===== src/rtl/cmd_pkg.sv =====
package cmd_pkg;
  typedef enum logic [1:0] {
    ST_IDLE   = 2'd0,
    ST_WINDOW = 2'd1,
    ST_LOCKED = 2'd2
  } det_state_t;
endpackage


===== src/rtl/cmd_edge.sv =====
module cmd_edge (
  input  logic clk,
  input  logic rst_n,
  input  logic pin,
  output logic rise,
  output logic fall
);
  logic pin_q;

  // Resets high so a pin held high from reset does not look like a rise.
  always_ff @(posedge clk or negedge rst_n) begin
    if (!rst_n) pin_q <= 1'b1;
    else        pin_q <= pin;
  end

  assign rise = pin & ~pin_q;
  assign fall = ~pin & pin_q;
endmodule


===== src/rtl/cmd_win_timer.sv =====
module cmd_win_timer #(
  parameter int WIN_US   = 1000,
  parameter int DELAY_US = 100
) (
  input  logic clk,
  input  logic rst_n,
  input  logic clear,
  input  logic run,
  input  logic tick,
  output logic armed,
  output logic expire
);
  localparam int CW = $clog2(WIN_US + 1);
  localparam logic [CW-1:0] LAST  = CW'(WIN_US - 1);
  localparam logic [CW-1:0] ARMAT = CW'(DELAY_US);

  logic [CW-1:0] cnt;

  always_ff @(posedge clk or negedge rst_n) begin
    if (!rst_n)                                  cnt <= '0;
    else if (clear)                              cnt <= '0;
    else if (run && tick && cnt != CW'(WIN_US))  cnt <= cnt + 1'b1;
  end

  assign armed  = (cnt >= ARMAT);
  assign expire = run & tick & (cnt == LAST);
endmodule


===== src/rtl/cmd_low_timer.sv =====
module cmd_low_timer #(
  parameter int LOW_US = 260
) (
  input  logic clk,
  input  logic rst_n,
  input  logic clear,
  input  logic start,
  input  logic stop,
  input  logic pin,
  input  logic tick,
  output logic qualify
);
  localparam int LW = $clog2(LOW_US + 2);
  localparam logic [LW-1:0] LIMIT = LW'(LOW_US);

  logic          measuring;
  logic [LW-1:0] cnt;

  always_ff @(posedge clk or negedge rst_n) begin
    if (!rst_n) begin
      measuring <= 1'b0;
      cnt       <= '0;
    end else if (clear) begin
      measuring <= 1'b0;
      cnt       <= '0;
    end else if (start) begin
      measuring <= 1'b1;
      cnt       <= tick ? LW'(1) : '0;
    end else if (stop) begin
      measuring <= 1'b0;
    end else if (measuring && tick && !pin && cnt <= LIMIT) begin
      cnt <= cnt + 1'b1;
    end
  end

  // True on the tick that takes the low time past the limit.
  assign qualify = measuring & ~pin & tick & (cnt == LIMIT);
endmodule


===== src/rtl/ctrl_mode_detect.sv =====
module ctrl_mode_detect
  import cmd_pkg::*;
#(
  parameter int DELAY_US = 100,
  parameter int LOW_US   = 260,
  parameter int WIN_US   = 1000
) (
  input  logic clk,
  input  logic rst_n,
  input  logic ctrl_pin,
  input  logic us_tick,
  input  logic shutdown,
  output logic mode_serial,
  output logic mode_valid
);
  det_state_t state;
  logic rise, fall, armed, expire, qualify;
  logic in_win, tmr_clear;

  assign in_win    = (state == ST_WINDOW);
  assign tmr_clear = !in_win || shutdown;

  cmd_edge u_edge (
    .clk (clk), .rst_n (rst_n), .pin (ctrl_pin),
    .rise (rise), .fall (fall)
  );

  cmd_win_timer #(.WIN_US(WIN_US), .DELAY_US(DELAY_US)) u_win (
    .clk (clk), .rst_n (rst_n), .clear (tmr_clear), .run (in_win),
    .tick (us_tick), .armed (armed), .expire (expire)
  );

  cmd_low_timer #(.LOW_US(LOW_US)) u_low (
    .clk (clk), .rst_n (rst_n), .clear (tmr_clear),
    .start (in_win && fall && armed), .stop (rise),
    .pin (ctrl_pin), .tick (us_tick), .qualify (qualify)
  );

  always_ff @(posedge clk or negedge rst_n) begin
    if (!rst_n) begin
      state       <= ST_IDLE;
      mode_serial <= 1'b0;
      mode_valid  <= 1'b0;
    end else if (shutdown) begin
      state       <= ST_IDLE;
      mode_serial <= 1'b0;
      mode_valid  <= 1'b0;
    end else begin
      mode_valid <= 1'b0;
      unique case (state)
        ST_IDLE: if (rise) state <= ST_WINDOW;
        ST_WINDOW: begin
          if (qualify) begin
            mode_serial <= 1'b1;
            mode_valid  <= 1'b1;
            state       <= ST_LOCKED;
          end else if (expire) begin
            mode_serial <= 1'b0;
            mode_valid  <= 1'b1;
            state       <= ST_LOCKED;
          end
        end
        ST_LOCKED: state <= ST_LOCKED;
        default:   state <= ST_IDLE;
      endcase
    end
  end
endmodule


===== config.mk =====
export PLATFORM = sky130hd
export DESIGN_NAME = ctrl_mode_detect
export DESIGN_NICKNAME = d
export VERILOG_FILES = /design/src/rtl/cmd_pkg.sv /design/src/rtl/cmd_edge.sv /design/src/rtl/cmd_win_timer.sv /design/src/rtl/cmd_low_timer.sv /design/src/rtl/ctrl_mode_detect.sv
export SDC_FILE = /design/constraint.sdc
export NUM_CORES = 1
export LEC_CHECK = 0
export ABC_AREA = 1
export BUFFER_PORTS_ARGS = -buffer_cell sky130_fd_sc_hd__buf_2
export CAP_MARGIN = 20
export CORE_ASPECT_RATIO = 0.5
export CORE_MARGIN = 1
export CORE_UTILIZATION = 60
export CTS_CLUSTER_DIAMETER = 40
export DETAILED_ROUTE_END_ITERATION = 7
export HOLD_SLACK_MARGIN = 0.08
export PLACE_DENSITY_LB_ADDON = 0.2
export SYNTH_ARGS = -nofsm -noshare
export SYNTH_HDL_FRONTEND = slang
export SYNTH_SLANG_ARGS = --single-unit

===== constraint.sdc =====
create_clock -name clk -period 3.74 [get_ports clk]
set_input_delay 0.748 -clock clk [delete_from_list [all_inputs] [get_ports clk]]
set_output_delay 0.748 -clock clk [all_outputs]
set_load 0.02 [all_outputs]

; Word-level counts from Yosys, hierarchy flattened
; Index checks and enable logic that the tools add are counted.
[word_totals]
ff_bits = 25
elab_cells = 70
in_bits = 5
output_inout_bits = 2
[classes]
bitwise_logic = 9
reduce_logical = 19
n_lt_le_gt_ge = 2
n_eq_ne = 8
muxes = 23
addsub = 2
[op_table]
columns = operator, count
row1 = $mux 9, 4
row2 = $mux 10, 2
row3 = $mux 1, 12
row4 = $add 10x1->10 const B, 1
row5 = $eq 10x10->1 const B, 1
row6 = $ge 10x7->1 const B, 1
row7 = $ne 10x10->1 const B, 1
row8 = $add 9x1->9 const B, 1
row9 = $eq 9x9->1 const B, 1
row10 = $le 9x9->1 const B, 1
row11 = $reduce_bool 3->1, 3
row12 = $mux 2, 4
row13 = $and 1x1->1, 7
row14 = $logic_and 1x1->1, 7
row15 = $pmux 2 s3, 1
row16 = $reduce_and 2->1, 3
row17 = $ne 4x4->1 const B, 1
row18 = $reduce_bool 2->1, 2
row19 = $ne 3x1->1 const B, 1
row20 = $ne 3x3->1 const B, 1
row21 = $eq 2x1->1 const B, 1
row22 = $eq 2x2->1 const B, 1
row23 = $logic_not 1->1, 2
row24 = $logic_not 2->1, 1
row25 = 2 further kinds, 3

; Depth between registers and ports, before layout
; Gate-level depths: netlist (run 1).
[logic_depth]
depth_word = 7
depth_mapped = 10

; Hierarchy
; A second synthesis (run 1) with hierarchy kept.
[hier_totals]
hier_cells = 250
hier_area_um2 = 1702.9
[by_module_without_submodules]
columns = module, cells_each, area_each_um2, seq_area_each_um2, instances
row1 = cmd_low_timer, 119, 760.7, 250.2, 1
row2 = cmd_win_timer, 92, 636.9, 250.2, 1
row3 = ctrl_mode_detect, 34, 264.0, 100.1, 1
row4 = cmd_edge, 5, 41.3, 26.3, 1

; Worst setup path before layout (run 1)
; OpenSTA, ideal clock, no wires.
[synth_path]
path_kind = input-to-reg
from = input port us_tick
to = register state[0]
setup_slack_ns = 2.260
stages = 7
t_arrival_ns = 1.363
path_buffers = 0
setup_time_ns = 0.117
required_ns = 3.623
path_cell_list = nand2_1 nor2_4 nand3_1 nand3_1 nand2_1 nand2_1 nand2_1
[synth_via]
elab_chain_len = 5
word_cells_on_any_way = 9
cone_classes = eq/ne (1) / mux (3) / bitwise (4) / reduce/logical (1)
[synth_rtl]
columns = element, line
row1 = from (decl), ctrl_mode_detect.sv:11  ; input logic us_tick,
row2 = $and 1x1->1 (2 in series), cmd_low_timer.sv:37  ; assign qualify = measuring & ~pin & tick & (cnt == LIMIT);
row3 = $mux 2, ctrl_mode_detect.sv:53  ; if (qualify) begin
row4 = $pmux 2 s3, ctrl_mode_detect.sv:50  ; unique case (state)
row5 = $mux 2, ctrl_mode_detect.sv:44  ; end else if (shutdown) begin
row6 = to (signal assigned), ctrl_mode_detect.sv:45  ; state <= ST_IDLE;
row7 = to (signal assigned), ctrl_mode_detect.sv:51  ; ST_IDLE: if (rise) state <= ST_WINDOW;
row8 = to (signal assigned), ctrl_mode_detect.sv:56  ; state <= ST_LOCKED;
row9 = to (decl), ctrl_mode_detect.sv:16  ; det_state_t state;
; Several ways; a longest one is shown, not always the timed one.
; A chain may end at the register's enable or synchronous reset.

; Worst setup path after layout (run 1)
[layout_path]
from = register state[1]
to = register u_low.cnt[7]
[layout_via]
elab_chain_len = 5
word_cells_on_any_way = 10
cone_classes = eq/ne (2) / mux (2) / reduce/logical (6)
[layout_rtl]
columns = element, line
row1 = from (signal assigned), ctrl_mode_detect.sv:41  ; state <= ST_IDLE;
row2 = from (signal assigned), ctrl_mode_detect.sv:45
row3 = from (signal assigned), ctrl_mode_detect.sv:51
row4 = $eq 2x1->1 *, ctrl_mode_detect.sv:20  ; assign in_win = (state == ST_WINDOW);
row5 = $logic_not 1->1 or $logic_and 1x1->1 (tied branches), "ctrl_mode_detect.sv:21, ctrl_mode_detect.sv:35"
row6 = $logic_or 1x1->1 or $logic_and 1x1->1 (tied branches), "ctrl_mode_detect.sv:21, ctrl_mode_detect.sv:35"
row7 = "$ne 3x1->1 (no source line), or another cell as far along", --
row8 = $reduce_and 2->1 (no source line) or $mux 9 (tied branches), --
row9 = to (signal assigned), cmd_low_timer.sv:28  ; cnt <= tick ? LW'(1) : '0;
row10 = to (signal assigned), cmd_low_timer.sv:32  ; cnt <= cnt + 1'b1;
row11 = to (decl), cmd_low_timer.sv:17  ; logic [LW-1:0] cnt;
; Mark *: on every way between the ends. The rest lies on a longest branch, timed or not.

==> impl_metrics.env, run 1 <==
export IMPL_tightest_slew_ns=0.565
export IMPL_portBuffers=6
export IMPL_dieWidth_microns=78.9
export IMPL_wl_per_cell_microns=12.5
export IMPL_dp_hpwl_microns=2660
export IMPL_core_sq_um=2700
export IMPL_crit_type="reg2reg"
export IMPL_arrival_ns=1.98
export IMPL_cts_buffer_depth=2
export IMPL_maxCapViolCount=0
export IMPL_path_buf_inv=3
export IMPL_vias_per_cell=5.46
export IMPL_rows=13
export IMPL_cpMostUsedCell="inv_1"
export IMPL_vias=1540
export IMPL_ant_nets=0
export IMPL_synth_largest_area_cell="dfrtp_1"
export IMPL_crit_family="simple AND/OR/NAND/NOR gates"
export IMPL_clk_pin_slew_ns=0.10
export IMPL_synth_top_cell_area_share=0.339
export IMPL_grt_usage=0.256
export IMPL_synth_common_cells="64 x nand2_1, 33 x nand3_1, 25 x inv_1"
export IMPL_grt_pass1_wl_microns=5950
export IMPL_synth_edf_count=0
export IMPL_numCtsBuffers=3
export IMPL_synth_area_sq_um=1770
export IMPL_setup_violations=0
export IMPL_start_util=0.657
export IMPL_nets=258
export IMPL_cts_resized=0
export IMPL_fillers=227
export IMPL_critPathSlowestCell="dfrtp_1"
export IMPL_synth_ff_type="dfrtp_1"
export IMPL_worst_endpoint_required_ns=3.97
export IMPL_area_growth_pct=4.30
export IMPL_clock_root_buffer="clkbuf_8"
export IMPL_grt_overflow_total=0
export IMPL_clk_latency_ns=0.28
export IMPL_dieArea_sq_um=3190
export IMPL_antenna_found_initial=0
export IMPL_cts_hold_buf=0
export IMPL_fmax_mhz=570
export IMPL_grt_pass1_vias=1336
export IMPL_boundaryPins=7
export IMPL_syn_inst=240
export IMPL_diodes=0
export IMPL_synth_most_common_cell="nand2_1"
export IMPL_grt_max_degree=26
export IMPL_fin_crit_ns=1.75
export IMPL_cts_tree="done"
export IMPL_drive_gt1_frac=0.135
export IMPL_synthDistinctLibCells=29
export IMPL_synth_nets=252
export IMPL_slew_violations=0
export IMPL_yosysSeqAreaShare=0.354
export IMPL_chipHeight_microns=40.4
export IMPL_drt_iter0_drc=89
export IMPL_synthTopCellsByArea="dfrtp_1 34%, nand2_1 14%, nand3_1 9.3%"
export IMPL_synthArstFlopShare=1.00
export IMPL_run_status="finished clean"
export IMPL_cpPeakStageDelay_ns=0.38
export IMPL_rsz0062_at_grt="false"
export IMPL_finalHoldViolCount=0
export IMPL_path_cells="inv_1 > ha_1 > inv_1 > nor2_4 > inv_1 > nor2_1 > nand2_1 > nand2_1"
export IMPL_min_path_type="in2async"
export IMPL_first_pass_iters=4
export IMPL_slew_limit_headroom=0.624
export IMPL_syn_area_per_cell_sq_um=7.39
export IMPL_drc=0
export IMPL_cts_setup_buffers=0
export IMPL_power_per_cell_area_nw_per_um2=352
export IMPL_place_gp_congestion=0.845
export IMPL_cts_htree_levels=1
export IMPL_ys_ff_latch=25
export IMPL_timing_final_crit_share=0.469
export IMPL_path_max_fanout=16
export IMPL_routed_wl_microns=3520
export IMPL_critPathCaptureType="flop"
export IMPL_power_mw=0.651
export IMPL_finalClockSkew_ns=0.0117
export IMPL_leakagePower_nw=0.875
export IMPL_setup_worst_path_start_class="flop"
export IMPL_ys_warn_count=0
export IMPL_ir_drop_mv=0.208
export IMPL_clock_sinks=25
export IMPL_fin_tns_setup_ns=0
[cell usage in the layout, fill, tap and decap left out]
| master | n |
|---|---|
| clkbuf_8 | 3 |
| or2_2 | 1 |
| dfrtp_1 | 24 |
| nand3_2 | 1 |
| ha_1 | 7 |
| o21ai_0 | 2 |
| nor2_4 | 2 |
| o21ai_1 | 7 |
| nand3b_1 | 3 |
| dfstp_2 | 1 |
| nand2_1 | 64 |
| clkinvlp_4 | 1 |
| nand3_1 | 33 |
| nand2_4 | 4 |
| inv_6 | 1 |
| nand4_1 | 13 |
| a21oi_1 | 3 |
| nor2_1 | 24 |
| buf_2 | 6 |
| nor3_1 | 2 |
| inv_1 | 25 |
| a21oi_2 | 1 |
| xor2_1 | 5 |
| nor3_4 | 1 |
| inv_2 | 3 |
| o21ai_2 | 1 |
| nor3_2 | 2 |
| nand2_8 | 1 |
| nor2_2 | 1 |
| nand2_2 | 3 |
[sequential cells by signal, indices dropped and copies added, names as in the netlist]
name / cells
mode_serial: 1
mode_valid: 1
state: 2
u_edge.pin_q: 1
u_low.cnt: 9
u_low.measuring: 1
u_win.cnt: 10
[worst paths after layout]
kind	from	end	slack [ns]	depth (start not counted)
setup reg to reg	state[1]$_DFFE_PN0P_	u_low.cnt[7]$_DFFE_PN0P_	1.99	8
hold reg to reg	state[1]$_DFFE_PN0P_	state[1]$_DFFE_PN0P_	0.48	2
hold / removal	rst_n	mode_valid$_DFF_PN0_	0.46	1
setup / recovery	state[1]$_DFFE_PN0P_	u_low.cnt[7]$_DFFE_PN0P_	1.99	8
min in group clk	state[1]$_DFFE_PN0P_	state[1]$_DFFE_PN0P_	0.48	2
max in group asynchronous	rst_n	state[1]$_DFFE_PN0P_	2.91	1
[kinds of logic (layout without fill, tap and decap cells)]
logic type	after synthesis	after routing	synth area share
compound gates	14	14	0.0438
xor+xnor	5	5	0.0247
fa+ha+maj	7	7	0.0494
buf+inv	34	39	0.0917
flops	25	25	0.354
simple gates	155	155	0.437
[routing by layer]
layer  up-vias  wire length [microns]  track usage
li1        790                      -            -
met2        24                   1590        0.446
met3         4                    126       0.0614
met1       722                   1770        0.326
met4         0                     24       0.0818
met5         -                      0            0
[metrics by stage]
stage / hold WS (ns) / util / area (sq um) / std cells / worst slack, ns
5_1_grt: 0.483 / 0.685 / 1850 / 282 / 1.79
6_report: 0.456 / 0.685 / 1850 / 282 / 1.99
3_5_place_dp: 0.460 / 0.667 / 1800 / 278 / 1.92
2_1_floorplan: 0.442 / - / 1770 / 240 / 2.26
4_1_cts: 0.469 / 0.685 / 1850 / 282 / 1.98
3_3_place_gp: 0.457 / 0.667 / 1800 / 278 / 1.94
[layout make-up]
class                      count  area, sq um  share of cell area
clock buffer                   3         41.3              0.0223
clock inverter                 1         7.51             0.00406
inverter                      29          114              0.0616
multi-input combinational    181          983               0.532
sequential                    25          627               0.339
tap                           37         46.3              0.0250
timing repair buffer           6         30.0              0.0162
[power by group]
group / total, mW / internal [mW] / switching (mW)
clock network: 0.165 / 0.0757 / 0.0894
logic: 0.189 / 0.0563 / 0.133
registers: 0.297 / 0.285 / 0.0114
Note: power is estimated with default switching activity, not from simulation.
==> run 2, diff against run 1 <==
Settings changed: CORE_UTILIZATION 60 to 55.
Clock period 3.74 ns to 1.56 ns, I/O delays scaled along.
==> run 2 against run 1 <==
  * Die area increased by 8.7%
  * Clock-buffer cell count increased by 1
  * Worst hold slack got worse by 0.27 ns
  * Combinational power increased to 3.2 times the previous value
  * Clock skew decreased by 0.0077 ns
  * Routed wire length increased by 6.5%
  * Setup slack got worse by 1.9 ns
  * Sequential share of layout area decreased by 2.2 points
  * Critical path depth unchanged
==> impl_metrics.env, run 2 (synthesis results as in run 1) <==
export IMPL_run_status="finished clean"
export IMPL_postPlaceCellArea_sq_um=1830
export IMPL_grt_max_degree=26
export IMPL_tightest_slew_ns=0.576
export IMPL_numCtsBuffers=3
export IMPL_slew_limit_headroom=0.616
export IMPL_grt_overflow_total=0
export IMPL_setup_violations=0
export IMPL_use_met2=0.398
export IMPL_cts_buffer_depth=2
export IMPL_swShare=0.362
export IMPL_place_gp_congestion=0.857
export IMPL_antenna_found_initial=0
export IMPL_boundaryPins=7
export IMPL_met3_usage=0.0587
export IMPL_power_mw=1.72
export IMPL_vias_per_cell=5.38
export IMPL_start_util=0.585
export IMPL_cts_tree="done"
export IMPL_nets=267
export IMPL_setup_ws_ns=0.0614
export IMPL_routed_wl_microns=3750
export IMPL_clock_sinks=25
export IMPL_largest_register_ff_count=10
export IMPL_ant_nets=0
export IMPL_clkPwrFrac=0.235
export IMPL_reg_top3="u_win.cnt: 10 flops, u_low.cnt: 9 flops, state: 2 flops"
export IMPL_power_frac_seq=0.417
export IMPL_final_util=0.654
export IMPL_area_growth_pct=11.7
export IMPL_finalHoldViolCount=0
export IMPL_fin_crit_ns=1.50
export IMPL_clock_root_buffer="clkbuf_8"
export IMPL_dieWidth_microns=82.3
export IMPL_first_pass_iters=4
export IMPL_portBuffers=6
export IMPL_p_int_mw=1.10
export IMPL_stdcell_count=294
export IMPL_mostFrequentLayoutCells="64 x nand2_1, 31 x nand3_1, 24 x dfrtp_1"
export IMPL_combPwrFrac=0.348
export IMPL_grt_pass1_vias=1397
export IMPL_drt_iter0_drc=85
export IMPL_ir_drop_mv=0.501
export IMPL_regArea_sq_um=627
export IMPL_min_path_type="in2reg"
export IMPL_stdcell_area_sq_um=1980
export IMPL_grt_usage=0.238
export IMPL_chipHeight_microns=42.1
export IMPL_leakagePower_nw=0.927
export IMPL_finalClockSkew_ns=0.00404
export IMPL_drc=0
export IMPL_power_per_cell_area_nw_per_um2=869
export IMPL_drive_gt1_frac=0.201
export IMPL_path_max_fanout=8
export IMPL_rows=14
export IMPL_crit_type="reg2reg"
export IMPL_core_sq_um=3030
export IMPL_use_met1=0.313
export IMPL_final_common_cell="nand2_1"
export IMPL_maxCapViolCount=0
export IMPL_cts_htree_levels=1
export IMPL_dieArea_sq_um=3470
export IMPL_critPathCaptureType="flop"
export IMPL_setup_worst_path_start_class="flop"
export IMPL_worst_endpoint_required_ns=1.76
export IMPL_dp_hpwl_microns=2690
export IMPL_grt_pass1_wl_microns=6160
export IMPL_clk_latency_ns=0.27
export IMPL_regMostFlops="u_win.cnt"
export IMPL_diodes=0
export IMPL_timing_final_crit_share=0.961
export IMPL_wl_per_cell_microns=12.7
export IMPL_grt_busiest_layer="met2"
export IMPL_slew_violations=0
export IMPL_vias=1583
export IMPL_p_sw_mw=0.623
export IMPL_post_place_ws_ns=0.0585
export IMPL_arrival_ns=1.70
export IMPL_fmax_mhz=667
export IMPL_fillers=258
export IMPL_multi_input_area_sq_um=1020
export IMPL_clk_pin_slew_ns=0.09
export IMPL_dp_cells=285
[run 2: cell count changes in the layout (fill, tap and decap cells not counted), moves of 2 or more]
| cell | delta |
|---|---|
| inv_1 | -4 |
| nor2_2 | +3 |
| nand3_1 | -2 |
| buf_4 | +7 |
| nand3_2 | +2 |
| inv_2 | +3 |
| nor2_1 | -4 |
[run 2: repair_timing]
| item | 4_1_cts | 5_1_grt |
|---|---|---|
| endpoints found under the hold margin | 24 | 0 |
| setup buffers | 0 | 4 |
| endpoints found under the setup margin | 0 | 20 |
| gates resized for setup | 0 | 16 |
| hold buffers | 1 | 0 |
[run 2: layout make-up]
type,instances,area share
multi-input combinational,181,0.515
sequential,25,0.316
inverter,29,0.0632
timing repair buffer,15,0.0569
tap,40,0.0253
clock buffer,4,0.0227
[run 2: worst paths after layout]
| path | startpoint | endpoint | slack, ns | cells past startpoint |
|---|---|---|---|---|
| setup / recovery | state[1]$_DFFE_PN0P_ | u_win.cnt[3]$_DFFE_PN0P_ | 0.06 | 8 |
| hold / removal | ctrl_pin | u_edge.pin_q$_DFF_PN1_ | 0.19 | 1 |
| setup reg to reg | state[1]$_DFFE_PN0P_ | u_win.cnt[3]$_DFFE_PN0P_ | 0.06 | 8 |
| hold reg to reg | state[1]$_DFFE_PN0P_ | state[1]$_DFFE_PN0P_ | 0.50 | 2 |
| max in group asynchronous | rst_n | u_win.cnt[5]$_DFFE_PN0P_ | 0.62 | 2 |
| min in group asynchronous | rst_n | u_low.cnt[7]$_DFFE_PN0P_ | 0.56 | 2 |
[run 2: critical path, cell delays in order, from the launching register on]
cell and delay (ns):
dfrtp_1 0.39, inv_2 0.09, ha_4 0.13, inv_2 0.05, nor2_4 0.23, clkinvlp_4 0.26, nor2_2 0.13, nand2_1 0.06
o21ai_1 0.07
[run 2: metal layers]
| metal | share of wire | vias up |
|---|---|---|
| met2 | 0.48 | 27 |
| met4 | 0.013 | 0 |
| met1 | 0.47 | 742 |
| li1 | - | 807 |
| met5 | 0 | - |
| met3 | 0.036 | 7 |
[run 2: power groups by stage]
stage / clock, mW / sequential (mW) / combinational (mW)
CTS: 0.405 / 0.708 / 0.503
global placement: 0 / 0.720 / 0.483
global route: 0.435 / 0.724 / 0.656
floorplan: 0 / 0.717 / 0.371
finish: 0.405 / 0.718 / 0.599
detailed placement: 0 / 0.721 / 0.499
[run 2: per-stage QoR]
stage / hold WS, ns / TNS (ns)
2_1_floorplan: 0.0164 / 0
3_3_place_gp: 0.334 / 0
3_5_place_dp: 0.345 / 0
4_1_cts: 0.187 / 0
5_1_grt: 0.177 / -0.0596
6_report: 0.190 / 0
